### src/rtl/crc_pkg.sv
package crc_pkg;
  localparam int ADDR_W = 3;
  localparam int ACC_W  = 32;

  localparam logic [ADDR_W-1:0] A_CTRL   = 3'd0;
  localparam logic [ADDR_W-1:0] A_MODE   = 3'd1;
  localparam logic [ADDR_W-1:0] A_LEN    = 3'd2;
  localparam logic [ADDR_W-1:0] A_STATUS = 3'd3;
  localparam logic [ADDR_W-1:0] A_RESULT = 3'd4;

  localparam logic [ACC_W-1:0] ACC_INIT = 32'hFFFF_FFFF;

  typedef enum logic [1:0] {
    SEL_ETH   = 2'd0,
    SEL_CAST  = 2'd1,
    SEL_CCITT = 2'd2,
    SEL_CCALT = 2'd3
  } poly_sel_e;

  function automatic logic is_narrow(input poly_sel_e sel);
    return sel[1];
  endfunction

  function automatic logic [ACC_W-1:0] poly_of(input poly_sel_e sel);
    case (sel)
      SEL_ETH:  return 32'hEDB8_8320;
      SEL_CAST: return 32'h82F6_3B78;
      default:  return 32'h0000_8408;
    endcase
  endfunction

  // One byte, reflected: bit 0 of the byte enters first.
  function automatic logic [ACC_W-1:0] crc_byte(input logic [ACC_W-1:0] acc,
                                                input logic [7:0] b,
                                                input poly_sel_e sel);
    logic [ACC_W-1:0] c;
    logic [ACC_W-1:0] p;
    c = acc ^ {{(ACC_W-8){1'b0}}, b};
    p = poly_of(sel);
    for (int i = 0; i < 8; i++) begin
      if (is_narrow(sel))
        c[15:0] = c[0] ? ((c[15:0] >> 1) ^ p[15:0]) : (c[15:0] >> 1);
      else
        c = c[0] ? ((c >> 1) ^ p) : (c >> 1);
    end
    return c;
  endfunction

  function automatic logic [ACC_W-1:0] report(input logic [ACC_W-1:0] acc,
                                              input poly_sel_e sel);
    return is_narrow(sel) ? {16'h0, acc[15:0]} : acc;
  endfunction
endpackage

### src/rtl/crc_cfg.sv
module crc_cfg
  import crc_pkg::*;
#(
  parameter int LEN_W = 16
) (
  input  logic              clk,
  input  logic              rst,
  input  logic              wr_en,
  input  logic [ADDR_W-1:0] wr_addr,
  input  logic [LEN_W-1:0]  wr_data,
  input  logic              busy,
  output poly_sel_e         mode,
  output logic [LEN_W-1:0]  len,
  output logic              clr_pulse,
  output logic              go_pulse
);
  logic idle_wr;
  logic ctrl_hit;

  assign idle_wr   = wr_en && !busy;
  assign ctrl_hit  = idle_wr && (wr_addr == A_CTRL);
  assign clr_pulse = ctrl_hit && wr_data[0];
  assign go_pulse  = ctrl_hit && wr_data[1] && (len != '0);

  always_ff @(posedge clk) begin
    if (rst) begin
      mode <= SEL_ETH;
      len  <= '0;
    end else if (idle_wr) begin
      if (wr_addr == A_MODE) mode <= poly_sel_e'(wr_data[1:0]);
      if (wr_addr == A_LEN)  len  <= wr_data;
    end
  end


  cfg_frozen_chk: assert property (@(posedge clk) disable iff (rst)
    busy |=> ($stable(mode) && $stable(len)));
endmodule

### src/rtl/crc_seq.sv
module crc_seq #(
  parameter int LEN_W = 16
) (
  input  logic             clk,
  input  logic             rst,
  input  logic             go_pulse,
  input  logic [LEN_W-1:0] len,
  input  logic             byte_fire,
  output logic             busy,
  output logic             last_byte
);
  logic [LEN_W-1:0] remaining;

  assign last_byte = byte_fire && (remaining == LEN_W'(1));

  always_ff @(posedge clk) begin
    if (rst) begin
      busy      <= 1'b0;
      remaining <= '0;
    end else if (go_pulse) begin
      busy      <= 1'b1;
      remaining <= len;
    end else if (byte_fire) begin
      remaining <= remaining - LEN_W'(1);
      if (last_byte) busy <= 1'b0;
    end
  end


  last_clears_chk: assert property (@(posedge clk) disable iff (rst)
    last_byte |=> !busy);

  count_hold_chk: assert property (@(posedge clk) disable iff (rst)
    (busy && !byte_fire) |=> (busy && remaining == $past(remaining)));

  idle_stays_chk: assert property (@(posedge clk) disable iff (rst)
    (!busy && !go_pulse) |=> !busy);
endmodule

### src/rtl/crc_acc.sv
module crc_acc
  import crc_pkg::*;
(
  input  logic             clk,
  input  logic             rst,
  input  logic             clr_pulse,
  input  logic             byte_fire,
  input  logic [7:0]       byte_in,
  input  poly_sel_e        mode,
  output logic [ACC_W-1:0] acc
);
  always_ff @(posedge clk) begin
    if (rst || clr_pulse) acc <= ACC_INIT;
    else if (byte_fire)   acc <= crc_byte(acc, byte_in, mode);
  end


  clear_loads_chk: assert property (@(posedge clk) disable iff (rst)
    clr_pulse |=> (acc == ACC_INIT));

  acc_hold_chk: assert property (@(posedge clk) disable iff (rst)
    (!clr_pulse && !byte_fire) |=> $stable(acc));
endmodule

### src/rtl/crc_engine.sv
module crc_engine
  import crc_pkg::*;
#(
  parameter int LEN_W = 16
) (
  input  logic              clk,
  input  logic              rst,
  input  logic              wr_en,
  input  logic [ADDR_W-1:0] wr_addr,
  input  logic [LEN_W-1:0]  wr_data,
  input  logic [ADDR_W-1:0] rd_addr,
  output logic [ACC_W-1:0]  rd_data,
  input  logic              in_valid,
  input  logic [7:0]        in_data,
  output logic              in_ready
);
  poly_sel_e        mode;
  logic [LEN_W-1:0] len;
  logic             clr_pulse;
  logic             go_pulse;
  logic             busy;
  logic             last_byte;
  logic             byte_fire;
  logic [ACC_W-1:0] acc;

  assign in_ready  = busy;
  assign byte_fire = in_valid && busy;

  crc_cfg #(.LEN_W(LEN_W)) u_cfg (
    .clk(clk), .rst(rst), .wr_en(wr_en), .wr_addr(wr_addr), .wr_data(wr_data),
    .busy(busy), .mode(mode), .len(len), .clr_pulse(clr_pulse), .go_pulse(go_pulse)
  );

  crc_seq #(.LEN_W(LEN_W)) u_seq (
    .clk(clk), .rst(rst), .go_pulse(go_pulse), .len(len), .byte_fire(byte_fire),
    .busy(busy), .last_byte(last_byte)
  );

  crc_acc u_acc (
    .clk(clk), .rst(rst), .clr_pulse(clr_pulse), .byte_fire(byte_fire),
    .byte_in(in_data), .mode(mode), .acc(acc)
  );

  always_comb begin
    case (rd_addr)
      A_MODE:   rd_data = {{(ACC_W-2){1'b0}}, mode};
      A_LEN:    rd_data = {{(ACC_W-LEN_W){1'b0}}, len};
      A_STATUS: rd_data = {{(ACC_W-1){1'b0}}, busy};
      A_RESULT: rd_data = report(acc, mode);
      default:  rd_data = '0;
    endcase
  end


  narrow_zero_chk: assert property (@(posedge clk) disable iff (rst)
    (rd_addr == A_RESULT && is_narrow(mode)) |-> (rd_data[31:16] == 16'h0));

  start_busy_chk: assert property (@(posedge clk) disable iff (rst)
    go_pulse |=> in_ready);

  last_idle_chk: assert property (@(posedge clk) disable iff (rst)
    last_byte |=> !in_ready);
endmodule

### config.mk
export PLATFORM = sky130hd
export DESIGN_NAME = crc_engine
export DESIGN_NICKNAME = d
export VERILOG_FILES = /design/src/rtl/crc_pkg.sv /design/src/rtl/crc_cfg.sv /design/src/rtl/crc_seq.sv /design/src/rtl/crc_acc.sv /design/src/rtl/crc_engine.sv
export SDC_FILE = /design/constraint.sdc
export NUM_CORES = 1
export LEC_CHECK = 0
export ABC_AREA = 0
export BUFFER_PORTS_ARGS = -buffer_cell sky130_fd_sc_hd__buf_2
export CORE_MARGIN = 2
export CORE_UTILIZATION = 55
export DETAILED_ROUTE_END_ITERATION = 7
export PLACE_DENSITY_LB_ADDON = 0.15
export SETUP_SLACK_MARGIN = 0.1
export SYNTH_ARGS = -nofsm -noshare
export SYNTH_HDL_FRONTEND = slang
export SYNTH_SLANG_ARGS = --single-unit
export TNS_END_PERCENT = 100
### constraint.sdc
create_clock -name clk -period 3.99 [get_ports clk]
set_clock_uncertainty 0.2 [all_clocks]
set_input_delay 0.9975 -clock clk [delete_from_list [all_inputs] [get_ports clk]]
set_output_delay 0.9975 -clock clk [all_outputs]
set_load 0.02 [all_outputs]
# ---- Word-level counts from Yosys, hierarchy flattened
# Cells that the tools add are included.
dict set report word_totals {
  reg_bits 67
  elab_cells 118
}
dict set report classes {
  bitwise_logic 17
  n_addsub 1
  n_mux 70
  reduce_logical 17
  n_eq_ne 8
}
# cell count
set op_table {}
lappend op_table {{$mux W16} 54}
lappend op_table {{$mux W32} 11}
lappend op_table {{$xor A31 B32 Y32} 8}
lappend op_table {{$pmux W32 S4} 1}
lappend op_table {{$xor A15 B16 Y16} 8}
lappend op_table {{$pmux W32 S2} 1}
lappend op_table {{$xor A32 B8 Y32} 1}
lappend op_table {{$eq A16 B1 Y1 const B} 1}
lappend op_table {{$reduce_bool A16 Y1} 1}
lappend op_table {{$sub A16 B1 Y16 const B} 1}
lappend op_table {{$eq A3 B2 Y1 const B} 3}
lappend op_table {{$logic_and A1 B1 Y1} 7}
lappend op_table {{$eq A3 B1 Y1 const B} 2}
lappend op_table {{$reduce_and A2 Y1} 3}
lappend op_table {{$reduce_bool A2 Y1} 2}
lappend op_table {{$eq A3 B3 Y1 const B} 1}
lappend op_table {{$logic_not A3 Y1} 1}
lappend op_table {{$mux W1} 3}
lappend op_table {{$eq A2 B1 Y1 const B} 1}
lappend op_table {{$logic_not A2 Y1} 1}
lappend op_table {{$logic_not A1 Y1} 1}
lappend op_table {{$logic_or A1 B1 Y1} 1}

# ---- Depth between registers and ports, before layout
# Gate-level depths: netlist (run 1).
dict set report depth {
  ltp_word 44
  depth_mapped 10
  mapped_depth_nobuf 8
}

# ---- Modules after synthesis
# From an unflattened synthesis (run 1), not the netlist that was laid out.
dict set report hier_totals {
  cells_unflattened 781
  area_unflattened_um2 6237.2
}
# mod area_each_um2 cells_per_inst n_inst seq_area_each_um2
set modules_own_cells {}
lappend modules_own_cells {crc_acc 3827.4 502 1 640.6}
lappend modules_own_cells {crc_seq 969.7 115 1 340.3}
lappend modules_own_cells {crc_cfg 875.8 86 1 360.3}
lappend modules_own_cells {crc_engine 564.3 78 1 0.0}

# ---- Least setup slack after synthesis (run 1)
# No wires, ideal clock.
dict set report synth_timing {
  kind {register -> output}
  start {register u_cfg.mode[0]}
  end {output rd_data[0]}
  required_ps 2793
  arrival_ps 2227
  path_buffers 5
  path_stages_with_launch 8
  slack_ps 566
  path_cell_list {dfxtp_1 buf_2 buf_1 clkbuf_1 clkbuf_1 buf_1 a22oi_1 o21ai_0}
}
dict set report synth_via {
  elab_chain_len 1
}
# element line_no
set synth_rtl {}
lappend synth_rtl {{start, declared} crc_cfg.sv:12} ;# output poly_sel_e mode,
lappend synth_rtl {{start signal, assigned} crc_cfg.sv:30} ;# if (wr_addr == A_MODE) mode <= poly_sel_e'(wr_data[1:0]);
lappend synth_rtl {{$pmux W32 S4} crc_engine.sv:45} ;# case (rd_addr)
lappend synth_rtl {{end, declared} crc_engine.sv:12} ;# output logic [ACC_W-1:0] rd_data,
# Every way passes these cells.

# ---- Worst setup path in the final report (run 1)
dict set report layout_timing {
  start {input rd_addr[2]}
  end {output rd_data[11]}
}
dict set report layout_via {
  elab_chain_len 2
  word_cells_on_any_way 5
  cone_classes {eq/ne (4); mux (1)}
}
# element line_no
set layout_rtl {}
lappend layout_rtl {{start, declared} crc_engine.sv:11} ;# input logic [ADDR_W-1:0] rd_addr,
lappend layout_rtl {{$eq A3 B3 Y1 (tied with other cells)} crc_engine.sv:45}
lappend layout_rtl {{$pmux W32 S4 (*)} crc_engine.sv:45}
# Mark *: on every way between the ends. The rest lies on a longest branch, timed or not.

==> metrics.txt, run 1 <==
# TYPE chip_impl_metric gauge
chip_impl_info{name="status",value="finished, final reports clean"} 1
chip_impl_metric{name="drtPass1Iterations",unit=""} 5
chip_impl_metric{name="sequentialPowerShare",unit="%"} 33.5
chip_impl_info{name="capturing_point_of_the_worst_reg2reg_path",value="u_acc.acc[8]$_SDFFE_PP1P_"} 1
chip_impl_metric{name="timing.setup.tns",unit="ns"} 0
chip_impl_metric{name="final_nets",unit=""} 814
chip_impl_metric{name="clock_path_buffers",unit=""} 2
chip_impl_info{name="crit-reg2reg-launch",value="u_acc.acc[1]$_SDFFE_PP1P_"} 1
chip_impl_metric{name="synth_simple_gate_area_share",unit="%"} 22.0
chip_impl_metric{name="synth_edf_count",unit=""} 0
chip_impl_metric{name="post_cts_resize_count",unit=""} 0
chip_impl_info{name="end_kind",value="primary output"} 1
chip_impl_metric{name="drt_first_iter_violations",unit=""} 457
chip_impl_metric{name="die_height",unit="µm"} 104
chip_impl_metric{name="grt_pass1_vias",unit=""} 5447
chip_impl_metric{name="cts.sink_count",unit=""} 67
chip_impl_metric{name="comb_power_share",unit="%"} 31.4
chip_impl_metric{name="gp_congestion",unit=""} 1.06
chip_impl_metric{name="p_leak",unit="nW"} 2.74
chip_impl_metric{name="wl_per_cell",unit="µm"} 20.5
chip_impl_info{name="cp-start-kind",value="primary input"} 1
chip_impl_metric{name="reg2reg_setup_slack",unit="ns"} 0.67
chip_impl_metric{name="post_synth_inst_count",unit=""} 704
chip_impl_metric{name="final_non_filler_cell_total",unit=""} 916
chip_impl_metric{name="maximum_number_of_pins_on_one_net_before_global_route_repair",unit=""} 38
chip_impl_metric{name="h-tree-depth",unit=""} 3
chip_impl_metric{name="ir_worst_vdd",unit="µV"} 300
chip_impl_info{name="cts_root_buf",value="clkbuf_8"} 1
chip_impl_metric{name="via_count",unit=""} 5792
chip_impl_metric{name="synth_seq_area_share",unit="%"} 24.5
chip_impl_info{name="cts_tree",value="built"} 1
chip_impl_metric{name="mappedNetlistArea",unit="µm²"} 5480
chip_impl_metric{name="initial_antenna_violation_count",unit=""} 0
chip_impl_metric{name="final_critical_path_required_period",unit="ns"} 3.75
chip_impl_metric{name="yosys_warnings",unit=""} 0
chip_impl_metric{name="antenna_cells",unit=""} 0
chip_impl_metric{name="port_buffers",unit=""} 66
chip_impl_metric{name="syn_avg_cell_area",unit="µm²"} 7.78
chip_impl_metric{name="placedCellCount",unit=""} 900
chip_impl_metric{name="timing.slew.headroom",unit="%"} 25.3
chip_impl_metric{name="grt_overflow_total",unit=""} 0
chip_impl_info{name="min_path_type",value="flop to flop"} 1
chip_impl_metric{name="detail_route.drc_violations",unit=""} 0
chip_impl_metric{name="synth-xor-area-share",unit="%"} 22.1
chip_impl_metric{name="wl",unit="µm"} 18800
chip_impl_metric{name="i_o_pins",unit=""} 67
chip_impl_metric{name="core_area",unit="µm²"} 9730
chip_impl_metric{name="power.clock.fraction",unit="%"} 35.1
chip_impl_info{name="holdCritStartpoint",value="u_seq.remaining[13]$_SDFFE_PP0P_"} 1
chip_impl_metric{name="worst_hold_path.num_cells",unit=""} 2
chip_impl_metric{name="clk-insertion-delay-late",unit="ns"} 0.36
chip_impl_metric{name="synth-compound-area-share",unit="%"} 21.9
chip_impl_info{name="rsz0062_at_grt",value="no"} 1
chip_impl_metric{name="area_growth",unit="%"} 16.4
chip_impl_metric{name="worstPathArrival",unit="ns"} 2.55
chip_impl_info{name="dominantRegCellSynth",value="dfxtp_1"} 1
chip_impl_metric{name="cap_viol_max_count",unit=""} 0
chip_impl_metric{name="synth_async_sr_flop_share",unit="%"} 0
chip_impl_metric{name="grt.total_usage",unit="%"} 34.9
chip_impl_metric{name="grt_first_pass_wirelength",unit="µm"} 29600
chip_impl_metric{name="slew_viol_final",unit=""} 0
chip_impl_metric{name="final_hold_viol_count",unit=""} 0
chip_impl_metric{name="p_sw",unit="mW"} 0.671
chip_impl_metric{name="effective_utilization_at_floorplan",unit="%"} 56.3
chip_impl_metric{name="floorplan.rows",unit=""} 36
chip_impl_metric{name="finish.utilization",unit="%"} 65.6
chip_impl_metric{name="netSwitchingFraction",unit="%"} 32.7
chip_impl_metric{name="crit_path_max_fanout",unit=""} 14
chip_impl_metric{name="power.internal",unit="mW"} 1.38
chip_impl_metric{name="tightestPinTransition",unit="ns"} 1.12
chip_impl_info{name="combinational_family_with_the_most_area_after_synthesis",value="XOR/XNOR gates"} 1
chip_impl_metric{name="crit_required",unit="ns"} 2.79
chip_impl_metric{name="ys_types",unit=""} 64
chip_impl_metric{name="holdBufCountCts",unit=""} 0
chip_impl_metric{name="floorplan.die_area",unit="µm²"} 10800
chip_impl_info{name="timing_worst_setup_path_type",value="primary input to primary output"} 1
chip_impl_metric{name="cellPowerDensity",unit="nW/µm²"} 322
chip_impl_metric{name="timing.final.crit_share",unit="%"} 93.9
chip_impl_metric{name="numCtsBuffers",unit=""} 9
chip_impl_metric{name="synth-seq-cells",unit=""} 67
chip_impl_metric{name="fmax",unit="MHz"} 267
chip_impl_info{name="worstHoldEndpoint",value="u_seq.remaining[13]$_SDFFE_PP0P_"} 1
chip_impl_metric{name="final_layout_size_suffix_gt1_share",unit="%"} 19.0
chip_impl_metric{name="route.detailed.vias_per_inst",unit=""} 6.32
chip_impl_metric{name="setup_violations",unit=""} 0
chip_impl_metric{name="n_fill_cell",unit=""} 890
chip_impl_metric{name="reg2regPathDepth",unit=""} 8
chip_impl_metric{name="cts.repair_timing.setup_buffer_count",unit=""} 0
chip_impl_metric{name="dp_hpwl",unit="µm"} 13900
chip_impl_metric{name="clk_transition_reported_paths",unit="ns"} 0.08
chip_impl_metric{name="die-width",unit="µm"} 104
chip_impl_metric{name="post_synth_mux_area_share",unit="%"} 5.05
chip_impl_metric{name="ant_nets",unit=""} 0
chip_impl_metric{name="syn-num-nets",unit=""} 740
chip_impl_metric{name="yosys.area_share.adder",unit="%"} 0.457
==> critical path: stages <==
cell and delay, ns:
buf_2 0.11, nor2b_1 0.87, a22oi_1 0.25, nor2_1 0.14
buf_2 0.17
==> how the worst max path moves through the flow <==
stage | from | to | slack [ns] | depth (start not counted)
floorplan | u_cfg.mode[0]$_SDFFE_PP0P_ | rd_data[0] | 0.57 | 7
global placement | in_data[1] | u_acc.acc[8]$_SDFFE_PP1P_ | 0.19 | 9
detailed placement | in_data[1] | u_acc.acc[8]$_SDFFE_PP1P_ | 0.18 | 9
CTS | rd_addr[2] | rd_data[11] | 0.31 | 5
global route | rd_addr[2] | rd_data[11] | 0.12 | 5
finish | rd_addr[2] | rd_data[11] | 0.24 | 5
==> through the flow <==
step	setup WS, ns	power, mW	area [µm²]	hold WS (ns)
after floorplan	0.566	1.15	5480	0.244
after global placement	0.192	1.33	6140	0.261
final	0.243	2.05	6380	0.278
after CTS	0.312	2.04	6380	0.279
after detailed placement	0.183	1.33	6140	0.267
after global routing	0.120	2.13	6380	0.310
==> synthesized netlist by cell type, types with 3 or more instances <==
cell type	count	share of area [%]
a21o_1	4	0.55
a21oi_1	65	5.9
a221oi_1	4	0.64
a22oi_1	19	2.6
a31oi_1	7	0.80
and3_1	19	2.2
buf_1	4	0.27
buf_2	4	0.37
clkbuf_1	39	2.7
dfxtp_1	67	24
mux2_2	5	1.0
mux2i_1	22	4.0
nand2_1	51	3.5
nand2b_1	3	0.34
nand3_1	20	1.8
nand4_1	4	0.46
nor2_1	81	5.5
nor2_2	3	0.34
nor2b_1	5	0.57
nor3_1	24	2.2
nor3b_1	3	0.41
nor4_1	14	1.6
o2111ai_1	3	0.48
o211ai_1	19	2.6
o21ai_0	42	3.8
o21ai_1	4	0.37
o22a_1	3	0.48
o22ai_1	5	0.57
or3_1	6	0.69
or4_1	5	0.69
xnor2_1	76	12
xnor3_1	14	5.8
xor2_1	16	2.6
xor2_2	3	0.89
==> layout by cell type (no fill, tap or decap), drive strengths merged, types with 4 or more instances in the layout <==
cell type  count
a21o           4
a21oi         65
a221oi         4
a22oi         19
a31oi          7
and3          20
buf          112
clkbuf        10
clkinv         4
dfxtp         67
mux2           5
mux2i         22
nand2         51
nand3         20
nand4          4
nor2          84
nor2b          5
nor3          24
nor4          14
o211ai        19
o21ai         46
o22ai          5
or2            4
or3            6
or4            6
xnor2         78
xnor3         14
xor2          19
==> state kept, by name, indices dropped and copies added (netlist names) <==
register         count
u_acc.acc           32
u_seq.remaining     16
u_cfg.mode           2
u_seq.busy           1
u_cfg.len           16
==> final cells by class <==
cell class | instances | area, µm² | share of cell area, %
multi-input combinational | 584 | 3930 | 61.6
sequential | 67 | 1340 | 21.0
clock inverter | 6 | 113 | 1.77
timing repair buffer | 112 | 688 | 10.8
inverter | 4 | 15.0 | 0.235
clock buffer | 10 | 128 | 2.00
tap | 133 | 166 | 2.61
==> power by group through the flow <==
stage	logic, mW	registers [mW]	clock network (mW)
2_1_floorplan	0.448	0.699	0
3_3_place_gp	0.622	0.704	0
3_5_place_dp	0.628	0.704	0
4_1_cts	0.633	0.688	0.718
5_1_grt	0.689	0.689	0.748
6_report	0.645	0.688	0.719
==> layer usage <==
metal  global-route usage [%]  vias to the layer above  part of all wire (%)
li1                         -                     2695                     -
met1                     44.7                     2697                    40
met2                     58.1                      336                    47
met3                     5.03                       64                   8.2
met4                     16.2                        0                   4.9
met5                        0                        -                     0
==> cells by family after synthesis <==
family	count (synthesis)
compound gates	194
xor+xnor	111
flops	67
buf+inv	53
fa+ha+maj	2
mux	27
simple gates	250
Power figures use the tool's default switching activity.
==> run 2, diff against run 1 <==
--- a/config.mk
+++ b/config.mk
@@ -10,6 +10,7 @@
 export CORE_MARGIN = 2
 export CORE_UTILIZATION = 55
 export DETAILED_ROUTE_END_ITERATION = 7
+export GPL_TIMING_DRIVEN = 0
 export PLACE_DENSITY_LB_ADDON = 0.15
 export SETUP_SLACK_MARGIN = 0.1
 export SYNTH_ARGS = -nofsm -noshare
==> metrics.txt, run 2 (synthesized netlist as in run 1, its figures left out) <==
# TYPE chip_impl_metric gauge
chip_impl_info{name="status",value="finished, final reports clean"} 1
chip_impl_metric{name="final_hold_viol_count",unit=""} 0
chip_impl_metric{name="wl_met3",unit="µm"} 1830
chip_impl_metric{name="dp_hpwl",unit="µm"} 15100
chip_impl_metric{name="grt_pass1_vias",unit=""} 5472
chip_impl_metric{name="final_nets",unit=""} 814
chip_impl_metric{name="cap_viol_max_count",unit=""} 0
chip_impl_metric{name="multiInputGateArea",unit="µm²"} 3950
chip_impl_metric{name="i_o_pins",unit=""} 67
chip_impl_metric{name="die-width",unit="µm"} 104
chip_impl_metric{name="detail_route.drc_violations",unit=""} 0
chip_impl_metric{name="wl",unit="µm"} 20000
chip_impl_metric{name="crit_required",unit="ns"} 2.79
chip_impl_metric{name="total_power",unit="mW"} 1.92
chip_impl_metric{name="cellPowerDensity",unit="nW/µm²"} 309
chip_impl_metric{name="register_area",unit="µm²"} 1340
chip_impl_metric{name="drtPass1Iterations",unit=""} 7
chip_impl_metric{name="n_fill_cell",unit=""} 901
chip_impl_metric{name="via_count",unit=""} 5860
chip_impl_metric{name="clk-insertion-delay-late",unit="ns"} 0.37
chip_impl_info{name="reg_top3",value="u_acc.acc: 32 flops, u_cfg.len: 16 flops, u_seq.remaining: 16 flops"} 1
chip_impl_info{name="max_flop_register",value="u_acc.acc"} 1
chip_impl_info{name="timing_worst_setup_path_type",value="primary input to primary output"} 1
chip_impl_metric{name="ant_nets",unit=""} 0
chip_impl_metric{name="grt_overflow_total",unit=""} 0
chip_impl_metric{name="floorplan.rows",unit=""} 36
chip_impl_metric{name="floorplan.die_area",unit="µm²"} 10800
chip_impl_metric{name="numCtsBuffers",unit=""} 9
chip_impl_metric{name="effective_utilization_at_floorplan",unit="%"} 56.3
chip_impl_info{name="cts_root_buf",value="clkbuf_8"} 1
chip_impl_metric{name="timing.final.crit_share",unit="%"} 94.1
chip_impl_metric{name="grt.total_usage",unit="%"} 36.9
chip_impl_metric{name="ir_worst_vdd",unit="µV"} 188
chip_impl_metric{name="worstPathArrival",unit="ns"} 2.56
chip_impl_metric{name="reg2reg_setup_slack",unit="ns"} 0.40
chip_impl_metric{name="area_growth",unit="%"} 13.4
chip_impl_info{name="min_path_type",value="flop to flop"} 1
chip_impl_metric{name="fmax",unit="MHz"} 266
chip_impl_metric{name="clk_transition_reported_paths",unit="ns"} 0.07
chip_impl_metric{name="holdBufCountCts",unit=""} 0
chip_impl_metric{name="final_layout_size_suffix_gt1_share",unit="%"} 15.0
chip_impl_metric{name="setup_violations",unit=""} 0
chip_impl_metric{name="port_buffers",unit=""} 64
chip_impl_metric{name="gp_congestion",unit=""} 1.06
chip_impl_metric{name="wl_per_cell",unit="µm"} 21.8
chip_impl_metric{name="drt_first_iter_violations",unit=""} 539
chip_impl_info{name="rsz0062_at_grt",value="yes"} 1
chip_impl_info{name="layout.cells.most_common",value="nor2_1"} 1
chip_impl_metric{name="route.detailed.vias_per_inst",unit=""} 6.40
chip_impl_metric{name="grt_first_pass_wirelength",unit="µm"} 31000
chip_impl_metric{name="final_critical_path_required_period",unit="ns"} 3.76
chip_impl_info{name="dr.max_layer_used",value="met4"} 1
chip_impl_info{name="final_cell_mix",value="81 x nor2_1, 74 x xnor2_1, 70 x buf_2"} 1
chip_impl_metric{name="drt-met1-wl",unit="µm"} 7600
chip_impl_metric{name="clock_path_buffers",unit=""} 2
chip_impl_metric{name="slew_viol_final",unit=""} 0
chip_impl_metric{name="core_area",unit="µm²"} 9730
chip_impl_metric{name="wl_met2",unit="µm"} 9450
chip_impl_metric{name="crit_path_max_fanout",unit=""} 10
chip_impl_metric{name="p_leak",unit="nW"} 2.60
chip_impl_metric{name="initial_antenna_violation_count",unit=""} 0
chip_impl_metric{name="h-tree-depth",unit=""} 3
chip_impl_metric{name="tightestPinTransition",unit="ns"} 1.10
chip_impl_info{name="end_kind",value="primary output"} 1
chip_impl_metric{name="die_height",unit="µm"} 104
chip_impl_metric{name="placedCellCount",unit=""} 901
chip_impl_metric{name="timing.slew.headroom",unit="%"} 26.0
chip_impl_metric{name="antenna_cells",unit=""} 0
chip_impl_metric{name="maximum_number_of_pins_on_one_net_before_global_route_repair",unit=""} 20
chip_impl_info{name="cp-start-kind",value="primary input"} 1
chip_impl_info{name="cts_tree",value="built"} 1
chip_impl_metric{name="largest_register_ff_count",unit=""} 32
chip_impl_metric{name="cts.sink_count",unit=""} 67
chip_impl_metric{name="final_non_filler_cell_total",unit=""} 915
[run 2: final timing paths]
kind,from,endpoint,cells after the start
hold reg to reg,u_seq.remaining[11]$_SDFFE_PP0P_,u_seq.remaining[11]$_SDFFE_PP0P_,2
setup reg to reg,u_cfg.mode[0]$_SDFFE_PP0P_,u_acc.acc[3]$_SDFFE_PP1P_,10
hold / removal,u_seq.remaining[11]$_SDFFE_PP0P_,u_seq.remaining[11]$_SDFFE_PP0P_,2
setup / recovery,rd_addr[0],rd_data[1],6
[run 2: area by class of cell]
type / instances / area share [%]
multi-input combinational: 584 / 63.6
sequential: 67 / 21.6
timing repair buffer: 64 / 5.16
buffer: 48 / 3.44
tap: 133 / 2.68
clock buffer: 11 / 2.44
clock inverter: 4 / 0.806
inverter: 4 / 0.242
[run 2: stage by stage]
step           cell area [µm²]  setup slack (ns)  util, %  hold slack [ns]  TNS, ns
2_1_floorplan             5480             0.566        -            0.244        0
3_3_place_gp              5970            -0.300     61.3            0.252    -2.26
3_5_place_dp              5970            -0.273     61.3            0.268    -2.91
4_1_cts                   6180            0.0161     63.5            0.277        0
5_1_grt                   6210            0.0876     63.9            0.309        0
6_report                  6210             0.234     63.9            0.272        0
[run 2: power breakdown]
group | total [mW] | leakage, nW | internal [mW] | switching, mW
clock | 0.605 | 0.0974 | 0.318 | 0.287
combinational | 0.625 | 1.96 | 0.262 | 0.362
sequential | 0.688 | 0.542 | 0.676 | 0.0113
[run 2: what timing repair did]
item / CTS / global route
endpoints found under the hold margin: 0 / 0
setup endpoints to repair: 10 / 14
buffers inserted: 0 / 0
gates resized for setup: 6 / 13
cloned: 0 / 0
[run 2: per-layer routing]
layer / track usage [%] / vias to the layer above
li1: - / 2687
met1: 45.4 / 2732
met2: 62.1 / 355
met3: 6.29 / 86
met4: 19.0 / 0
met5: 0 / -
[run 2: worst max-delay path, stage by stage]
cell	delay, ns
clkbuf_1	0.21
nor3b_4	0.49
clkbuf_1	0.44
nand2_1	0.09
o21ai_0	0.11
buf_2	0.21
